## config.mk

```make
export PLATFORM = sky130hd
export DESIGN_NAME = spll_core
export DESIGN_NICKNAME = d
export VERILOG_FILES = /design/src/rtl/spll_pkg.sv /design/src/rtl/spll_sincos.sv /design/src/rtl/spll_loop_filter.sv /design/src/rtl/spll_core.sv
export SDC_FILE = /design/constraint.sdc
export NUM_CORES = 2
export LEC_CHECK = 0
export BUFFER_PORTS_ARGS = -buffer_cell sky130_fd_sc_hd__buf_2
export CAP_MARGIN = 40
export CORE_MARGIN = 2
export CORE_UTILIZATION = 50
export CTS_BUF_LIST = sky130_fd_sc_hd__clkbuf_4 sky130_fd_sc_hd__clkbuf_8
export DETAILED_ROUTE_END_ITERATION = 8
export HOLD_SLACK_MARGIN = 0.1
export PLACE_DENSITY = 0.66
export SLEW_MARGIN = 5
export SYNTH_ARGS = -nofsm -noshare
export SYNTH_HDL_FRONTEND = slang
export SYNTH_SLANG_ARGS = --single-unit
```

## constraint.sdc

```tcl
create_clock -name clk -period 65.4 [get_ports clk]
set_input_delay 3.27 -clock clk [delete_from_list [all_inputs] [get_ports clk]]
set_output_delay 3.27 -clock clk [all_outputs]
set_load 0.01 [all_outputs]
```

## src/rtl/spll_pkg.sv

```systemverilog
`timescale 1ns/1ps
package spll_pkg;

  localparam longint HALF_PI_Q30 = 64'sd1686629713;
  localparam longint ONE_Q30     = 64'sd1073741824;

  // Quarter-wave sine sample idx of 2^aw steps, scaled to 2^(amp_w-1)-1.
  // Odd Taylor series to x^9 evaluated in Horner form on Q30 integers.
  function automatic longint quarter_sine(input int idx, input int aw, input int amp_w);
    longint x, x2, t, s, amax, v;
    x    = (longint'(idx) * HALF_PI_Q30) >>> aw;
    x2   = (x * x) >>> 30;
    t    = ONE_Q30 - x2 / 72;
    t    = ONE_Q30 - ((x2 * t) >>> 30) / 42;
    t    = ONE_Q30 - ((x2 * t) >>> 30) / 20;
    t    = ONE_Q30 - ((x2 * t) >>> 30) / 6;
    s    = (x * t) >>> 30;
    amax = (64'sd1 <<< (amp_w - 1)) - 1;
    v    = (s * amax + (64'sd1 <<< 29)) >>> 30;
    if (v > amax) v = amax;
    if (v < 0) v = 0;
    return v;
  endfunction

endpackage

```

## src/rtl/spll_sincos.sv

```systemverilog
`timescale 1ns/1ps
module spll_sincos #(
  parameter int PH_W   = 24,
  parameter int LUT_AW = 6,
  parameter int AMP_W  = 16
) (
  input  logic [PH_W-1:0]         angle,
  output logic signed [AMP_W-1:0] sin_o,
  output logic signed [AMP_W-1:0] lag_o
);
  import spll_pkg::*;

  localparam int N = 1 << LUT_AW;
  localparam logic [PH_W-1:0] QTR = PH_W'(1) << (PH_W - 2);

  logic [AMP_W-2:0] lut [0:N];

  for (genvar g = 0; g <= N; g++) begin : g_lut
    localparam logic [AMP_W-2:0] VAL = (AMP_W-1)'(quarter_sine(g, LUT_AW, AMP_W));
    assign lut[g] = VAL;
  end

  logic [PH_W-1:0]         ph  [2];
  logic signed [AMP_W-1:0] val [2];

  assign ph[0] = angle;
  assign ph[1] = angle - QTR;

  for (genvar c = 0; c < 2; c++) begin : g_ch
    logic [1:0]        quad;
    logic [LUT_AW-1:0] idx;
    logic [LUT_AW:0]   addr;
    logic [AMP_W-2:0]  mag;
    logic              unused_low;

    assign quad = ph[c][PH_W-1 -: 2];
    assign idx  = ph[c][PH_W-3 -: LUT_AW];
    assign unused_low = ^ph[c][PH_W-LUT_AW-3:0];
    // odd quadrants read the table backwards
    assign addr = quad[0] ? ((LUT_AW+1)'(N) - {1'b0, idx}) : {1'b0, idx};
    assign mag  = lut[addr];
    // lower half turn is negative
    assign val[c] = quad[1] ? -$signed({1'b0, mag}) : $signed({1'b0, mag});
  end

  assign sin_o = val[0];
  assign lag_o = val[1];

endmodule

```

## src/rtl/spll_loop_filter.sv

```systemverilog
`timescale 1ns/1ps
module spll_loop_filter #(
  parameter int          SMP_W   = 16,
  parameter int          AMP_W   = 16,
  parameter int          GAIN_W  = 16,
  parameter int          PH_W    = 24,
  parameter int          GAIN_SH = 24,
  parameter int unsigned INT_LIM = 32'd1 << 20
) (
  input  logic                    clk,
  input  logic                    rst,
  input  logic                    strobe,
  input  logic signed [SMP_W-1:0] sample,
  input  logic signed [AMP_W-1:0] lag,
  input  logic [GAIN_W-1:0]       kp,
  input  logic [GAIN_W-1:0]       ki,
  input  logic [PH_W-1:0]         nom,
  output logic [PH_W-1:0]         freq_next,
  output logic [PH_W-1:0]         freq_q
);
  localparam int PROD_W = SMP_W + AMP_W;
  localparam int TERM_W = PROD_W + GAIN_W + 1;
  localparam int ACC_W  = (PH_W + GAIN_SH + 2 > TERM_W + 1) ? PH_W + GAIN_SH + 2 : TERM_W + 1;
  localparam int SUM_W  = ACC_W + 2;
  localparam logic signed [ACC_W:0]   ACC_HI = $signed((ACC_W+1)'(INT_LIM)) <<< GAIN_SH;
  localparam logic signed [ACC_W:0]   ACC_LO = -ACC_HI;
  localparam logic signed [SUM_W-1:0] F_MAX  = SUM_W'({PH_W{1'b1}});

  // mixer: sample times local cosine (negated lagging wave)
  function automatic logic signed [PROD_W-1:0] mix(input logic signed [SMP_W-1:0] u,
                                                   input logic signed [AMP_W-1:0] l);
    return -(PROD_W'(u) * PROD_W'(l));
  endfunction

  function automatic logic signed [TERM_W-1:0] gain_mul(input logic signed [PROD_W-1:0] e,
                                                        input logic [GAIN_W-1:0] g);
    return TERM_W'(e) * TERM_W'($signed({1'b0, g}));
  endfunction

  logic signed [PROD_W-1:0] err;
  logic signed [TERM_W-1:0] p_full, i_full, p_term;
  logic signed [ACC_W-1:0]  acc_q, acc_next;
  logic signed [ACC_W:0]    acc_sum;
  logic signed [SUM_W-1:0]  f_sum;
  logic                     acc_hit_hi, acc_hit_lo, sum_neg, sum_hi;

  assign err    = mix(sample, lag);
  assign p_full = gain_mul(err, kp);
  assign i_full = gain_mul(err, ki);
  assign p_term = p_full >>> GAIN_SH;

  assign acc_sum    = (ACC_W+1)'(acc_q) + (ACC_W+1)'(i_full);
  assign acc_hit_hi = acc_sum > ACC_HI;
  assign acc_hit_lo = acc_sum < ACC_LO;
  assign acc_next   = acc_hit_hi ? ACC_W'(ACC_HI) :
                      acc_hit_lo ? ACC_W'(ACC_LO) : acc_sum[ACC_W-1:0];

  // frequency tap: nominal + proportional + integrator (pre-update)
  assign f_sum   = SUM_W'($signed({1'b0, nom})) + SUM_W'(p_term) + SUM_W'(acc_q >>> GAIN_SH);
  assign sum_neg = f_sum < 0;
  assign sum_hi  = f_sum > F_MAX;
  assign freq_next = sum_neg ? '0 : sum_hi ? '1 : f_sum[PH_W-1:0];

  always_ff @(posedge clk) begin
    if (rst) begin
      acc_q  <= '0;
      freq_q <= '0;
    end else if (strobe) begin
      acc_q  <= acc_next;
      freq_q <= freq_next;
    end
  end

  p_acc_bound_r6: assert property (@(posedge clk) disable iff (rst)
    ((ACC_W+1)'(acc_q) <= ACC_HI) && ((ACC_W+1)'(acc_q) >= ACC_LO));
  p_acc_clip_r6: assert property (@(posedge clk) disable iff (rst)
    (strobe && acc_hit_hi) |=> ((ACC_W+1)'(acc_q) == ACC_HI));
  p_floor_r7: assert property (@(posedge clk) disable iff (rst)
    (strobe && sum_neg) |=> (freq_q == '0));
  p_ceiling_r7: assert property (@(posedge clk) disable iff (rst)
    (strobe && sum_hi) |=> (&freq_q));

endmodule

```

## src/rtl/spll_core.sv

```systemverilog
`timescale 1ns/1ps
module spll_core #(
  parameter int          SMP_W   = 16,
  parameter int          AMP_W   = 16,
  parameter int          GAIN_W  = 16,
  parameter int          PH_W    = 24,
  parameter int          LUT_AW  = 6,
  parameter int          GAIN_SH = 24,
  parameter int unsigned INT_LIM = 32'd1 << 20
) (
  input  logic                    clk,
  input  logic                    rst,
  input  logic                    smp_vld,
  input  logic signed [SMP_W-1:0] smp,
  input  logic [GAIN_W-1:0]       kp,
  input  logic [GAIN_W-1:0]       ki,
  input  logic [PH_W-1:0]         nom_inc,
  output logic [PH_W-1:0]         angle,
  output logic [PH_W-1:0]         freq_est,
  output logic signed [AMP_W-1:0] sin_out,
  output logic signed [AMP_W-1:0] lag_out
);
  localparam logic signed [AMP_W-1:0] AMAX = {1'b0, {(AMP_W-1){1'b1}}};
  localparam logic [PH_W-1:0]         QTR  = PH_W'(1) << (PH_W - 2);

  logic [PH_W-1:0] angle_q, freq_next;

  spll_sincos #(.PH_W(PH_W), .LUT_AW(LUT_AW), .AMP_W(AMP_W)) u_sincos (
    .angle (angle_q),
    .sin_o (sin_out),
    .lag_o (lag_out)
  );

  spll_loop_filter #(
    .SMP_W(SMP_W), .AMP_W(AMP_W), .GAIN_W(GAIN_W), .PH_W(PH_W),
    .GAIN_SH(GAIN_SH), .INT_LIM(INT_LIM)
  ) u_filt (
    .clk       (clk),
    .rst       (rst),
    .strobe    (smp_vld),
    .sample    (smp),
    .lag       (lag_out),
    .kp        (kp),
    .ki        (ki),
    .nom       (nom_inc),
    .freq_next (freq_next),
    .freq_q    (freq_est)
  );

  // phase accumulator, wraps modulo one turn
  always_ff @(posedge clk) begin
    if (rst) angle_q <= '0;
    else if (smp_vld) angle_q <= angle_q + freq_next;
  end

  assign angle = angle_q;

  p_hold_r2: assert property (@(posedge clk) disable iff (rst)
    !smp_vld |=> ($stable(angle_q) && $stable(freq_est)));
  p_step_r3: assert property (@(posedge clk) disable iff (rst)
    smp_vld |=> (angle_q == PH_W'($past(angle_q) + freq_est)));
  p_peak_r4: assert property (@(posedge clk) disable iff (rst)
    (angle_q == QTR) |-> (sin_out == AMAX && lag_out == '0));
  p_sign_r4: assert property (@(posedge clk) disable iff (rst)
    angle_q[PH_W-1] |-> (sin_out <= 0));
  p_lag_sign_r4: assert property (@(posedge clk) disable iff (rst)
    (angle_q[PH_W-1:PH_W-2] == 2'b00) |-> (lag_out <= 0));

endmodule

```

# After elaboration in Yosys (flattened, before gate mapping)
# Memory sizes are Yosys's and may differ from the RTL's.
# Cells that the tools add are included.
dict set report totals {
  ff_bits 98
  romBits 3840
  input_bits 75
  output_inout_bits 80
  elab_cells 38
  mem_count 2
}
dict set report classes {
  addsub 10
  mul 3
  n_lt_le_gt_ge 6
  n_mux 12
  bitwise_logic 2
}
# memory words width read_ports rd_ports_with_merged_regs write_ports line
set memory_table {}
lappend memory_table {{(no name shown)} 128 15 1 0 0 spll_sincos.sv:41} ;# assign mag = lut[addr];
lappend memory_table {{(no name shown)} 128 15 1 0 0 spll_sincos.sv:41}
# operator count
set op_table {}
lappend op_table {{$mux W50} 2}
lappend op_table {{$mul A32 B17 Y49} 2}
lappend op_table {{$mux W15} 4}
lappend op_table {{$gt A52 B25 Y1 const B} 1}
lappend op_table {{$lt A52 B1 Y1 const B} 1}
lappend op_table {{$add A50 B49 Y51} 1}
lappend op_table {{$gt A51 B46 Y1 const B} 1}
lappend op_table {{$lt A51 B45 Y1 const B} 1}
lappend op_table {{$mux W24} 2}
lappend op_table {{$mul A16 B16 Y32} 1}
lappend op_table {{$mux W16} 2}
lappend op_table {{$neg A15 Y16} 2}
lappend op_table {{$neg A32 Y32} 1}
lappend op_table {{$add A26 B26 Y27} 1}
lappend op_table {{$add A25 B25 Y26} 1}
lappend op_table {{$add A24 B24 Y24} 1}
lappend op_table {{$sub A24 B23 Y24 const B} 1}
lappend op_table {{$ge A8 B8 Y1 const B} 2}
lappend op_table {{$not A7 Y8} 2}
lappend op_table {{$mux W7} 2}
lappend op_table {{$sub A7 B6 Y7 const A} 2}

# Logic depth before layout (Yosys ltp)
dict set report logic_depth {
  depth_word 18
  mapped_depth 98
}

# By module
# Synthesis repeated with hierarchy kept, for this count alone.
dict set report unflattened {
  hier_cells 6927
  area_unflattened_um2 59141.7
}
# mod n_inst cells_each area_per_inst_um2 seq_area_each_um2
set by_module_without_submodules {}
lappend by_module_without_submodules {spll_loop_filter 1 5922 52216.3 1481.4}
lappend by_module_without_submodules {spll_sincos 1 762 4901.0 0.0}
lappend by_module_without_submodules {spll_core 1 243 2024.4 480.5}

# Worst setup path before layout
# Ideal clock, no wire load.
dict set report synth_path {
  path_kind {reg2reg}
  from {reg angle_q[16] (netlist: angle[16])}
  to {reg angle_q[20] (netlist: angle[20])}
  setup_ns 0.117
  t_arrival_ns 21.299
  path_slack_ns 43.984
  stages_incl_launch_ff 97
  path_cell_list {dfxtp_1 clkbuf_1 clkbuf_1 inv_1 ha_1 clkbuf_1 nand2b_1 o21ai_1 ha_1 clkbuf_1 nand2b_1 a21oi_1 o21ai_0 a21oi_1 a211oi_1 o32a_1 inv_1 ha_1 (+61 left out) clkbuf_1 nor2_1 nor2_1 ha_1 fa_1 a21o_1 a21oi_1 o21bai_1 a21oi_1 o21bai_1 a211o_1 nand2_1 o21ai_0 o311a_1 or4_1 a31oi_1 xnor2_1 a22o_1}
}
dict set report synth_between {
  elab_chain_cells 18
  elab_cells_between_ends 19
}
# item line
set synth_lines {}
lappend synth_lines {{start: declaration} spll_core.sv:26} ;# logic [PH_W-1:0] angle_q, freq_next;
lappend synth_lines {{start signal: assignment} spll_core.sv:53} ;# else if (smp_vld) angle_q <= angle_q + freq_next;
lappend synth_lines {{$sub A24 B23 Y24 *} spll_sincos.sv:27} ;# assign ph[1] = angle - QTR;
lappend synth_lines {{$sub A7 B6 Y7} spll_sincos.sv:40} ;# assign addr = quad[0] ? ((LUT_AW+1)'(N) - {1'b0, idx}) : {1'b0, idx};
lappend synth_lines {{$mux W7} spll_sincos.sv:40}
lappend synth_lines {{$not A7 Y8 (implied by the code)} spll_sincos.sv:41}
lappend synth_lines {{$mem_v2 Z128 W15} --}
lappend synth_lines {{$mux W15 (implied by the code) (2 in a row)} spll_sincos.sv:41}
lappend synth_lines {{$neg A15 Y16} spll_sincos.sv:43} ;# assign val[c] = quad[1] ? -$signed({1'b0, mag}) : $signed({1'b0, mag});
lappend synth_lines {{$mux W16 *} spll_sincos.sv:43}
lappend synth_lines {{named net lag_out[4]} spll_core.sv:21} ;# output logic signed [AMP_W-1:0] lag_out
lappend synth_lines {{(+2 left out)} --}
lappend synth_lines {{$mul A32 B17 Y49 *} spll_loop_filter.sv:37} ;# return TERM_W'(e) * TERM_W'($signed({1'b0, g}));
lappend synth_lines {{$add A25 B25 Y26 *} spll_loop_filter.sv:59} ;# assign f_sum = SUM_W'($signed({1'b0, nom})) + SUM_W'(p_term) + SUM_W'(acc_q >>> GAIN_SH);
lappend synth_lines {{$add A26 B26 Y27 *} spll_loop_filter.sv:59}
lappend synth_lines {{$gt A52 B25 Y1} spll_loop_filter.sv:61} ;# assign sum_hi = f_sum > F_MAX;
lappend synth_lines {{$mux W24} spll_loop_filter.sv:62} ;# assign freq_next = sum_neg ? '0 : sum_hi ? '1 : f_sum[PH_W-1:0];
lappend synth_lines {{$mux W24 *} spll_loop_filter.sv:62}
lappend synth_lines {{named net freq_next[0]} spll_core.sv:26}
lappend synth_lines {{$add A24 B24 Y24 *} spll_core.sv:53}
# Mark *: on every way through the listed nets, which the timed path passes. The rest lies on a longest branch. The select of a mux whose other input is x is not followed.
# A chain may end at the register's enable or synchronous reset.

# Worst setup path in the final report
dict set report layout_path {
  from {reg angle_q[17] (netlist: angle[17])}
  to {reg angle_q[20] (netlist: angle[20])}
}
dict set report layout_between {
  elab_chain_cells 18
  elab_cells_between_ends 19
}
# item line
set layout_lines {}
lappend layout_lines {{$sub A24 B23 Y24 *} spll_sincos.sv:27}
lappend layout_lines {{$sub A7 B6 Y7} spll_sincos.sv:40}
lappend layout_lines {{$mux W7} spll_sincos.sv:40}
lappend layout_lines {{$not A7 Y8 (implied by the code)} spll_sincos.sv:41}
lappend layout_lines {{$mem_v2 Z128 W15} --}
lappend layout_lines {{$mux W15 (implied by the code) (2 in a row)} spll_sincos.sv:41}
lappend layout_lines {{$neg A15 Y16} spll_sincos.sv:43}
lappend layout_lines {{$mux W16 *} spll_sincos.sv:43}
lappend layout_lines {{(+2 left out)} --}
lappend layout_lines {{$mul A32 B17 Y49 *} spll_loop_filter.sv:37}
lappend layout_lines {{$add A25 B25 Y26 *} spll_loop_filter.sv:59}
lappend layout_lines {{$add A26 B26 Y27 *} spll_loop_filter.sv:59}
lappend layout_lines {{$gt A52 B25 Y1} spll_loop_filter.sv:61}
lappend layout_lines {{$mux W24} spll_loop_filter.sv:62}
lappend layout_lines {{$mux W24 *} spll_loop_filter.sv:62}
lappend layout_lines {{named net freq_next[0]} spll_core.sv:26}
lappend layout_lines {{$add A24 B24 Y24 *} spll_core.sv:53}
# Marks and branches as above.

==> results.json <==
{
  "die_y_um": 343,
  "area_growth_pct": 4.13,
  "hold_buffers": 0,
  "cp-end-kind": "flip-flop",
  "num_vias": 44600,
  "clock_sinks": 98,
  "path_clk_slew_ps": 120,
  "netlist.top_cell.by_area": "fa_1",
  "grt_pass1_vias": 47500,
  "final_antenna_net_count": 0,
  "die-area_um2": 118000,
  "ys_warn_count": 0,
  "n_fill_cell": 10900,
  "period_needed_ps": 23970,
  "wl_per_cell_um": 19.1,
  "clock_path_buffers": 2,
  "slowest_stage": "dfxtp_1",
  "path_class": "reg -> reg",
  "fp-row-count": 124,
  "cts-root-buf": "clkbuf_8",
  "layout-drive-gt1-share": 0.0522,
  "dp_hpwl_mm": 122,
  "coreArea_um2": 114000,
  "drt_iter0_markers": 2798,
  "fin_crit_sh": 0.366,
  "synth_commonest_cells": "1464 x inv_1, 1331 x fa_1, 909 x nand2_1, 526 x and2_1, 411 x ha_1",
  "antenna_found_initial": 11,
  "synth_cell_types": 93,
  "clock_latency_ps": 440,
  "drc": 0,
  "cts_tree": "yes",
  "cts_resized": 0,
  "ios": 155,
  "cp_top_family": "adder cells",
  "grt_overflow_total": 0,
  "cts_buffers": 9,
  "die_w_um": 343,
  "initial_core_util": 0.503,
  "postSynth.asyncResetShare": 0,
  "critPathMaxStageDelay_ps": 780,
  "netlist_area_um2": 57500,
  "synth_most_common_cell": "inv_1",
  "setup_tns_ps": 0,
  "nets": 8365,
  "setup_viol_count_final": 0,
  "synth_top_flop_cell": "dfxtp_1",
  "grt_setup_unrepaired": "false",
  "grt_pass1_wl_mm": 255,
  "synth_top_area_frac": 0.463,
  "routed_via_density": 5.53,
  "gp_congestion": 0.945,
  "grt_max_degree": 71,
  "cp_common_cell": "fa_1",
  "portBuffers": 154,
  "syn-instance-count": 6651,
  "critPathMaxFanout": 44,
  "ys_seq_elements": 98,
  "clock.fmax_mhz": 41.7,
  "yosysSeqAreaShare": 0.0341,
  "worst_pin_slew_ps": 992,
  "cts_post_setup_buffers_inserted": 0,
  "cp-start-kind": "flip-flop",
  "gr-usage-all-layers": 0.273,
  "drt_wl_total_mm": 154,
  "postSynthAreaPerCell_um2": 8.64,
  "critPathRequiredTime_ps": 65740,
  "maxSlewHeadroom": 0.337,
  "dr.pass1.iters": 6,
  "synth_edf_count": 0,
  "hold_viol": 0,
  "synth_fp_nets": 8468,
  "synth.area.top_cells": "fa_1 46%, inv_1 9.6%, ha_1 8.9%, nand2_1 5.9%, and2_1 5.7%",
  "fin_skew_ps": 12.5,
  "outcome": "completed",
  "cap_violations": 0,
  "drv_slew": 0,
  "cts_max_level": 3,
  "hold_class": "reg -> reg",
  "worst-path-buf-inv": 10,
  "critical_path_arrival_ps": 24300
}
==> final cells by class <==
| cell class | count | area [um2] | area share |
|---|---|---|---|
| sequential | 98 | 1960 | 0.0328 |
| clock buffer | 9 | 124 | 0.00207 |
| multi-input combinational | 4732 | 48900 | 0.816 |
| timing repair buffer | 239 | 1430 | 0.0238 |
| tap | 1512 | 1890 | 0.0316 |
| antenna | 3 | 7.51 | 0.000125 |
| inverter | 1468 | 5510 | 0.0920 |
| clock inverter | 7 | 92.6 | 0.00155 |
==> per-stage QoR <==
step                hold slack [ps]  utilization  std cells  worst slack [ps]  instance area, um2
floorplan                       449            -       6651             43980               57500
global placement                439        0.522       8041             41770               59600
detailed placement              439        0.522       8049             41600               59600
CTS                             466        0.524       8065             41460               59900
global route                    513        0.524       8068             39920               59900
finish                          461        0.524       8068             41430               59900
==> tightest hold or removal path: stages, from the launching register on <==
cell and delay, ps:
dfxtp_1 340, nand2_1 40, o21ai_0 50
==> layout by cell type (no fill, tap or decap), types with 58 or more instances in the layout <==
master and count:
a21o_1 59, a21oi_1 183, and2_1 526, buf_2 156
buf_4 80, dfxtp_1 96, fa_1 1331, ha_1 411
inv_1 1464, nand2_1 909, nand3_1 58, nor2_1 218
nor3_1 63, o21ai_0 157, xnor2_1 106
==> sequential cells by signal, indices dropped and copies added (netlist names) <==
name,cells
angle,24
u_filt.freq_q,24
u_filt.acc_q,50
==> metal layers <==
layer | track usage | part of all wire | vias to the layer above
met4 | 0.0695 | 0.028 | 2
met5 | 0 | 0.000071 | -
li1 | - | - | 20000
met3 | 0.0328 | 0.058 | 226
met1 | 0.363 | 0.41 | 23100
met2 | 0.475 | 0.50 | 1330
==> path summary, 6_finish.rpt <==
kind	to	start	cells after the start	slack (ps)
min	u_filt.freq_q[7]$_SDFFE_PP0P_	u_filt.freq_q[7]$_SDFFE_PP0P_	2	460
max	angle[20]$_SDFFE_PP0P_	angle[17]$_SDFFE_PP0P_	82	41430
max reg2reg	angle[20]$_SDFFE_PP0P_	angle[17]$_SDFFE_PP0P_	82	41430
min reg2reg	u_filt.freq_q[7]$_SDFFE_PP0P_	u_filt.freq_q[7]$_SDFFE_PP0P_	2	460
==> cells by family (layout without fill, tap and decap cells) <==
kind of cell | after synthesis | count (layout) | share of synthesized area
AND/OR/NAND/NOR | 1983 | 1983 | 0.166
XOR/XNOR | 188 | 188 | 0.0293
buffers and inverters | 1821 | 1723 | 0.121
other | 0 | 3 | 0
AO/OA/AOI/OAI | 790 | 790 | 0.0916
flip-flops | 98 | 98 | 0.0341
adder cells (fa/ha/maj) | 1742 | 1742 | 0.553
multiplexers | 29 | 29 | 0.00553
Power is not shown: default switching activity piles up to over one toggle a cycle in this logic, so the estimate is an artifact.
